## src/rtl/lcd_scan_pkg.sv

```systemverilog
`timescale 1ns/1ps
package lcd_scan_pkg;
    localparam int ROWS   = 65;
    localparam int ROW_W  = 7;
    localparam int CNT_W  = 6;
    localparam int INV_W  = 5;
    localparam int DUTY_W = 3;

    typedef enum logic [DUTY_W-1:0] {
        DUTY_64 = 3'd0,
        DUTY_48 = 3'd1,
        DUTY_32 = 3'd2,
        DUTY_24 = 3'd3,
        DUTY_16 = 3'd4
    } duty_e;

    typedef struct packed {
        logic [ROW_W-1:0] start;
        logic [INV_W-1:0] inv_m1;
        logic             inv_en;
    } scan_cfg_t;

    typedef struct packed {
        logic tick;
        logic wrap;
    } line_evt_t;

    function automatic logic [CNT_W:0] duty_lines(input logic [DUTY_W-1:0] sel);
        logic [CNT_W:0] n;
        case (duty_e'(sel))
            DUTY_48: n = (CNT_W+1)'(48);
            DUTY_32: n = (CNT_W+1)'(32);
            DUTY_24: n = (CNT_W+1)'(24);
            DUTY_16: n = (CNT_W+1)'(16);
            default: n = (CNT_W+1)'(64);
        endcase
        return n;
    endfunction
endpackage

```

## src/rtl/lcd_line_counter.sv

```systemverilog
`timescale 1ns/1ps
module lcd_line_counter
    import lcd_scan_pkg::*;
#(
    parameter int CW = CNT_W
) (
    input  logic          clk,
    input  logic          rst,
    input  logic          tick,
    input  logic          resync,
    input  logic [CW:0]   lines,
    output logic [CW-1:0] cnt,
    output line_evt_t     evt,
    output logic          stb
);
    logic at_end;

    always_comb begin
        at_end   = (({1'b0, cnt} + (CW+1)'(1)) >= lines);
        evt.tick = tick;
        evt.wrap = tick && (resync || at_end);
    end

    always_ff @(posedge clk) begin
        if (rst) begin
            cnt <= '0;
            stb <= 1'b0;
        end else begin
            stb <= tick;
            if (evt.wrap)
                cnt <= '0;
            else if (tick)
                cnt <= cnt + CW'(1);
        end
    end
endmodule

```

## src/rtl/lcd_fr_gen.sv

```systemverilog
`timescale 1ns/1ps
module lcd_fr_gen
    import lcd_scan_pkg::*;
#(
    parameter int IW = INV_W
) (
    input  logic          clk,
    input  logic          rst,
    input  line_evt_t     evt,
    input  logic          inv_en,
    input  logic [IW-1:0] inv_m1,
    output logic          fr
);
    logic [IW-1:0] grp_cnt;
    logic          grp_end;

    always_comb grp_end = inv_en && evt.tick && (grp_cnt >= inv_m1);

    always_ff @(posedge clk) begin
        if (rst) begin
            grp_cnt <= '0;
            fr      <= 1'b0;
        end else if (evt.tick) begin
            if (evt.wrap || grp_end || !inv_en)
                grp_cnt <= '0;
            else
                grp_cnt <= grp_cnt + IW'(1);
            if (evt.wrap || grp_end)
                fr <= ~fr;
        end
    end
endmodule

```

## src/rtl/lcd_row_map.sv

```systemverilog
`timescale 1ns/1ps
module lcd_row_map
    import lcd_scan_pkg::*;
#(
    parameter int NROWS = ROWS,
    parameter int RW    = ROW_W,
    parameter int CW    = CNT_W
) (
    input  logic [RW-1:0] start,
    input  logic [CW-1:0] cnt,
    output logic [RW-1:0] row
);
    localparam int MAXSUM = (2**RW - 1) + (2**CW - 1);
    localparam int SUM_W  = $clog2(MAXSUM + 1);
    localparam int SUBS   = MAXSUM / NROWS;

    logic [SUM_W-1:0] stage [SUBS+1];

    assign stage[0] = SUM_W'(start) + SUM_W'(cnt);

    for (genvar g = 0; g < SUBS; g++) begin : g_fold
        assign stage[g+1] = (stage[g] >= SUM_W'(NROWS)) ? stage[g] - SUM_W'(NROWS)
                                                        : stage[g];
    end

    assign row = stage[SUBS][RW-1:0];
endmodule

```

## src/rtl/lcd_scan_timer.sv

```systemverilog
`timescale 1ns/1ps
module lcd_scan_timer
    import lcd_scan_pkg::*;
#(
    parameter int NROWS = ROWS,
    parameter int RW    = ROW_W,
    parameter int CW    = CNT_W,
    parameter int IW    = INV_W,
    parameter int DW    = DUTY_W
) (
    input  logic          clk,
    input  logic          rst,
    input  logic          line_tick,
    input  logic          is_master,
    input  logic          ext_fr,
    input  logic          ext_sync,
    input  logic [DW-1:0] duty_sel,
    input  logic          cfg_wr,
    input  logic [RW-1:0] cfg_start,
    input  logic [IW-1:0] cfg_inv_m1,
    input  logic          cfg_inv_en,
    input  logic          cmd_clr,
    output logic [CW-1:0] com_idx,
    output logic [RW-1:0] ram_row,
    output logic          fr_out,
    output logic          sync_out,
    output logic          latch_stb
);
    scan_cfg_t      cfg_q;
    line_evt_t      evt;
    logic [CW:0]    lines;
    logic           resync;
    logic           fr_int;

    always_ff @(posedge clk) begin
        if (rst || cmd_clr) begin
            cfg_q <= '0;
        end else if (cfg_wr) begin
            cfg_q.start  <= cfg_start;
            cfg_q.inv_m1 <= cfg_inv_m1;
            cfg_q.inv_en <= cfg_inv_en;
        end
    end

    always_comb begin
        lines  = duty_lines(duty_sel);
        resync = !is_master && ext_sync;
    end

    lcd_line_counter #(.CW(CW)) u_cnt (
        .clk    (clk),
        .rst    (rst),
        .tick   (line_tick),
        .resync (resync),
        .lines  (lines),
        .cnt    (com_idx),
        .evt    (evt),
        .stb    (latch_stb)
    );

    lcd_fr_gen #(.IW(IW)) u_fr (
        .clk    (clk),
        .rst    (rst),
        .evt    (evt),
        .inv_en (cfg_q.inv_en),
        .inv_m1 (cfg_q.inv_m1),
        .fr     (fr_int)
    );

    lcd_row_map #(.NROWS(NROWS), .RW(RW), .CW(CW)) u_map (
        .start (cfg_q.start),
        .cnt   (com_idx),
        .row   (ram_row)
    );

    always_comb begin
        fr_out   = is_master ? fr_int : ext_fr;
        sync_out = is_master && (com_idx == '0);
    end
endmodule

```

## config.mk

```make
export PLATFORM = sky130hd
export DESIGN_NAME = lcd_scan_timer
export DESIGN_NICKNAME = d
export VERILOG_FILES = /design/src/rtl/lcd_scan_pkg.sv /design/src/rtl/lcd_line_counter.sv /design/src/rtl/lcd_fr_gen.sv /design/src/rtl/lcd_row_map.sv /design/src/rtl/lcd_scan_timer.sv
export SDC_FILE = /design/constraint.sdc
export NUM_CORES = 1
export LEC_CHECK = 0
export BUFFER_PORTS_ARGS = -buffer_cell sky130_fd_sc_hd__buf_2
export CORE_ASPECT_RATIO = 0.8
export CORE_UTILIZATION = 50
export CTS_CLUSTER_SIZE = 14
export DETAILED_ROUTE_END_ITERATION = 10
export PLACE_DENSITY_LB_ADDON = 0.2
export SLEW_MARGIN = 10
export SYNTH_ARGS = -nofsm -noshare
export SYNTH_HDL_FRONTEND = slang
export SYNTH_HIERARCHICAL = 1
export SYNTH_SLANG_ARGS = --single-unit
```

## constraint.sdc

```tcl
create_clock -name clk -period 8.05 [get_ports clk]
set_input_delay 1.2075 -clock clk [delete_from_list [all_inputs] [get_ports clk]]
set_output_delay 1.2075 -clock clk [all_outputs]
set_load 0.05 [all_outputs]
```

# Word-level counts from Yosys, hierarchy flattened
# Index checks and enable logic that the tools add are counted.
[word_totals] ff_bits=26 output_inout_bits=16
[classes] add_sub_neg=6 order_cmp=4 n_eq_ne=4 muxes=5 bitwise_logic=1 n_reduce_logical=14
[op_table] op="7-bit one-hot mux with 4 select lines" n=1
[op_table] op="8-bit by 7-bit >= comparator with 1-bit output, second input constant" n=2
[op_table] op="7-bit by 6-bit adder with 8-bit output" n=1
[op_table] op="8-bit two-way mux" n=1
[op_table] op="8-bit by 7-bit subtractor with 8-bit output, second input constant" n=1
[op_table] op="6-bit by 1-bit adder with 7-bit output, second input constant" n=1
[op_table] op="7-bit >= comparator" n=1
[op_table] op="7-bit two-way mux" n=1
[op_table] op="7-bit subtractor, second input constant" n=1
[op_table] op="6-bit by 1-bit adder with 6-bit output, second input constant" n=1
[op_table] op="3-bit by 2-bit == test with 1-bit output, second input constant" n=2
[op_table] op="6-bit logical NOT" n=1
[op_table] op="5-bit by 1-bit adder with 5-bit output, second input constant" n=1
[op_table] op="5-bit >= comparator" n=1
[op_table] op="1-bit logical AND" n=5
[op_table] op="5-bit two-way mux" n=1
[op_table] op="1-bit logical OR" n=4
[op_table] op="3-bit by 1-bit == test with 1-bit output, second input constant" n=1
[op_table] op="3-bit == test, second input constant" n=1
[op_table] op="1-bit logical NOT" n=2
[op_table] op="2-bit AND reduction" n=1
[op_table] op="2-bit OR reduction" n=1
[op_table] op="1-bit two-way mux" n=1
[op_table] op="1-bit NOT" n=1

# Longest topological paths before layout
[depth] word_depth=8 mapped_depth=16 mapped_depth_nobuf=16

# Hierarchy
# The synthesis kept the hierarchy.
[modules_own_cells] module="lcd_row_map" instances=1 cells_per_inst=115 area_each_um2=882.1
[modules_own_cells] module="lcd_line_counter" instances=1 cells_per_inst=62 area_each_um2=566.8
[modules_own_cells] module="lcd_scan_timer" instances=1 cells_per_inst=54 area_each_um2=551.8
[modules_own_cells] module="lcd_fr_gen" instances=1 cells_per_inst=46 area_each_um2=424.2

# Least setup slack after synthesis
# Ideal clock, no wire load.
[synth_timing] kind="register -> output" from="register u_cnt.cnt[0]" to="output port ram_row[5]" arrival_ps=4617 required_time_ps=6843 path_slack_ps=2225 stages_incl_launch_ff=16 cell_sequence="dfxtp_1 > ha_1 > fa_1 > inv_1 > ha_1 > inv_1 > nor3_1 > o221ai_1 > nor3_1 > nor2_1 > xnor2_1 > ha_1 > o31a_1 > a31oi_4 > nor3_1 > nor3_1"
[synth_via] elab_chain_cells=5
[synth_rtl] item="start: declaration" line_no="lcd_line_counter.sv:12" source="output logic [CW-1:0] cnt,"
[synth_rtl] item="start signal: assignment" line_no="lcd_line_counter.sv:33" source="cnt <= cnt + CW'(1);"
[synth_rtl] item="7-bit by 6-bit adder with 8-bit output (*)" line_no="lcd_row_map.sv:19" source="assign stage[0] = SUM_W'(start) + SUM_W'(cnt);"
[synth_rtl] item="8-bit by 7-bit subtractor with 8-bit output or 8-bit by 7-bit >= comparator with 1-bit output (tied branches)" line_no="lcd_row_map.sv:22" source="assign stage[g+1] = (stage[g] >= SUM_W'(NROWS)) ? stage[g] - SUM_W'(NROWS)"
[synth_rtl] item="8-bit two-way mux (*)" line_no="lcd_row_map.sv:22"
[synth_rtl] item="7-bit subtractor or 8-bit by 7-bit >= comparator with 1-bit output (tied branches)" line_no="lcd_row_map.sv:22"
[synth_rtl] item="7-bit two-way mux (*)" line_no="lcd_row_map.sv:22"
[synth_rtl] item="end: declaration" line_no="lcd_scan_timer.sv:24" source="output logic [RW-1:0] ram_row,"
# Every way passes the cells marked *; elsewhere a longest branch is shown, timed or not.

# Worst setup path in the final report
[layout_timing] from="register u_cnt.cnt[0]" to="output port ram_row[1]"
# Same word-level chain as after synthesis.

==> metrics <==
outcome=finished, final reports clean; Synth Area in XOR/XNOR=approximately 8%; Crit path top cell by count=ha_1; number of fill cells in the layout=approximately 430; CTS root buf=clkbuf_8; mux share of post-synthesis cell area=under 10%; CP endpoint kind=output port; Power Dens Cells=146 nW/µm²; initial core utilization=~52%; vias per cell=5.54; DR DRC count=0; initial antenna violation count=0; floorplan die height=64.3 µm; max cap viols=0; Layout Nets=around 360; First DRT Iteration DRCs=just under 200; clock-pin slew on the worst setup and hold paths=90 ps; gpl congestion=roughly 0.86; Hold-fix buffers, CTS=0; setup TNS=0 ps; ANT cells=0; Distinct cells, synth=71; Slew headroom=between 50% and 60%; htree depth=1; clk buf depth=2; critical path fanouts, max=8; Synth Flop Type=dfxtp_1; FMAX=approximately 160 MHz; crit share post-route=between 70% and 80%; synthesized area=approximately 2400 µm²; Die Wd=79.9 µm; area post-placement=around 2600 µm²; core area=between 4000 and 5000 µm²; CP Cell Sequence=ha_1, fa_1, inv_1, ha_1, inv_1, nor3_1, o221ai_1, nor3_1, nor2_1, xnor2_1, ha_1, o31a_1, a31oi_4, or2_4, o21ai_2, buf_2; GR Overflow Total=0; post-CTS sizing=0; dpl hpwl=between 4000 and 5000 µm; minimum clock period=6160 ps; largest family of logic cells by synthesized area=compound AO/OA/AOI/OAI gates; DRT Pass-1 Iters=4; Yosys reg bits=26; CP Launch Type=register; sequential share of the synthesized area=between 20% and 30%; vias post-DR=between 2k and 2.5k; Routed Wire Length=approximately 5300 µm; CP top delay family=adder cells; most frequent cells in the layout=buf_2, nor2_1, dfxtp_1, ha_1, inv_1; Leak=approximately 1.3 nW; Final Skew=3.31 ps; first-pass GRT wire length=between 9000 and 10000 µm; RSZ-0062 raised after global routing=no; Post-synth EDFFs=0; area share of and/or/nand/nor cells after synthesis=roughly 22%; Fin. Hold Viols=0; CTS buffer count=3; vias in the first global route=between 1.5k and 2k; YS warnings=6; clk sinks=26; WL per Instance=~14 µm; share of cells above drive strength 1=a little under a quarter; Max stage delay cell, worst path=dfxtp_1; Slew @ Worst Pin=700 ps; post-synthesis cell count=roughly 280; WP data required=between 6000 and 7000 ps; GRT Overall Usage=about 22%; final std cell area, no fill=about 2700 µm²; Post CTS Setup Buffer Count=0; CP arrival=just under 5000 ps; Antenna Nets Post-Route=0; HP Class=register to register; Final setup viols=0; VDD IR-drop max=around 91 µV; leading cell type in the layout, fill and taps excluded=buf_2; Final Max Tran Viols=0; std cell rows=22; async set-reset flop share out of synthesis=0%; Die ar.=just over 5000 µm²; worst path buffer plus inverter count=3; Worst-Skew Late Latency=approximately 270 ps; Adder-Cell Fraction of Synth Area=a little over an eighth; compound-cell area share of the yosys netlist=22.0%; CP max stage delay=510 ps; largest net degree at the start of global routing=20; synth-to-layout area growth=11.9%; CTS tree=done; Port Buffers=39; syn avg cell area=8.75 µm²; num ports=40; crit path kind=register to output port
==> flip-flops by register name, indices dropped and copies added, names as in the netlist <==
signal,count
u_fr/grp_cnt,5
u_cnt/stb,1
cfg_q,13
u_cnt/cnt,6
u_fr/fr,1
==> kinds of logic (layout without fill, tap and decap cells) <==
group,Yosys count,in the layout
buffers and inverters,29,62
AND/OR/NAND/NOR,99,99
multiplexers,19,19
XOR/XNOR,21,21
AO/OA/AOI/OAI,57,57
flip-flops,26,26
other,1,3
adder cells (fa/ha/maj),25,25
==> Yosys cell counts (all sizes together), types with 2 or more instances <==
master   number  share of area [%]
a211o         3                1.1
nand3         7                1.7
xor2         12                4.3
nand2        12                1.9
ha           24                 12
a31oi         3                2.0
o211ai        6                3.2
nor4          2               0.77
inv          19                2.9
a21oi         8                1.7
nor2b         6                1.9
a21o          4                1.2
a22oi         2                1.2
o22ai         2               0.52
o2111ai       3                1.3
buf           9                2.4
mux2          3                1.4
xnor2         9                3.6
o31a          2               0.72
nor2         37                5.7
or2           7                1.9
o31ai         2               0.62
dfxtp        26                 21
a211oi        6                2.6
mux2i        16                6.8
and3          3               0.83
nand3b        2               0.62
o21ai         9                2.5
nand4         5                1.3
nor3          7                1.4
nand2b        3               0.77
==> power breakdown <==
| group | internal [mW] | total (mW) | leakage, nW | switching (mW) |
|---|---|---|---|---|
| clock | 0.0665 | 0.109 | 0.0357 | 0.0420 |
| sequential | 0.132 | 0.137 | 0.211 | 0.00461 |
| combinational | 0.0527 | 0.151 | 1.04 | 0.0980 |
==> worst register-to-register path, cell delays in order (launching register included) <==
cell	delay, ps
dfxtp_1	550
ha_1	330
nand3_1	100
nor2_1	120
ha_1	250
a211o_1	330
a22oi_4	230
o21ai_0	200
a211oi_4	220
or2_1	130
o31ai_1	70
mux2_1	310
==> per-stage QoR <==
stage          total power, mW  worst slack (ps)  utilization (%)  hold slack [ps]  instances
6_report                 0.396              1890             58.7              499        372
5_1_grt                  0.419              1560             58.7              527        372
4_1_cts                  0.398              2010             58.7              506        372
3_5_place_dp             0.289              2330             57.1              483        368
3_3_place_gp             0.287              2450             57.1              475        368
2_1_floorplan            0.259              2230                -              460        279
==> per-layer routing <==
metal,vias to the layer above,global-route usage [%],wire [µm]
met5,-,0,0
met4,0,2.01,20
met3,4,3.86,307
met2,59,34.3,2170
met1,937,32.8,2770
li1,1062,-,-
==> cell type report <==
| class | instances | area (µm²) | share of cell area [%] |
|---|---|---|---|
| multi-input combinational | 224 | 1780 | 65.6 |
| sequential | 26 | 520 | 19.2 |
| timing repair buffer | 39 | 195 | 7.20 |
| tap | 60 | 75.1 | 2.77 |
| inverter | 19 | 71.3 | 2.63 |
| clock buffer | 3 | 41.3 | 1.52 |
| clock inverter | 1 | 30.0 | 1.11 |
==> final timing paths <==
| check | to | start | slack (ps) | depth (start not counted) |
|---|---|---|---|---|
| hold reg to reg | cfg_q[5] | cfg_q[5] | 500 | 2 |
| hold / removal | cfg_q[5] | cfg_q[5] | 500 | 2 |
| setup / recovery | ram_row[1] | u_cnt/cnt[0] | 1890 | 16 |
| setup reg to reg | u_fr/fr | u_cnt/cnt[1] | 5100 | 11 |
Power figures use the tool's default switching activity.
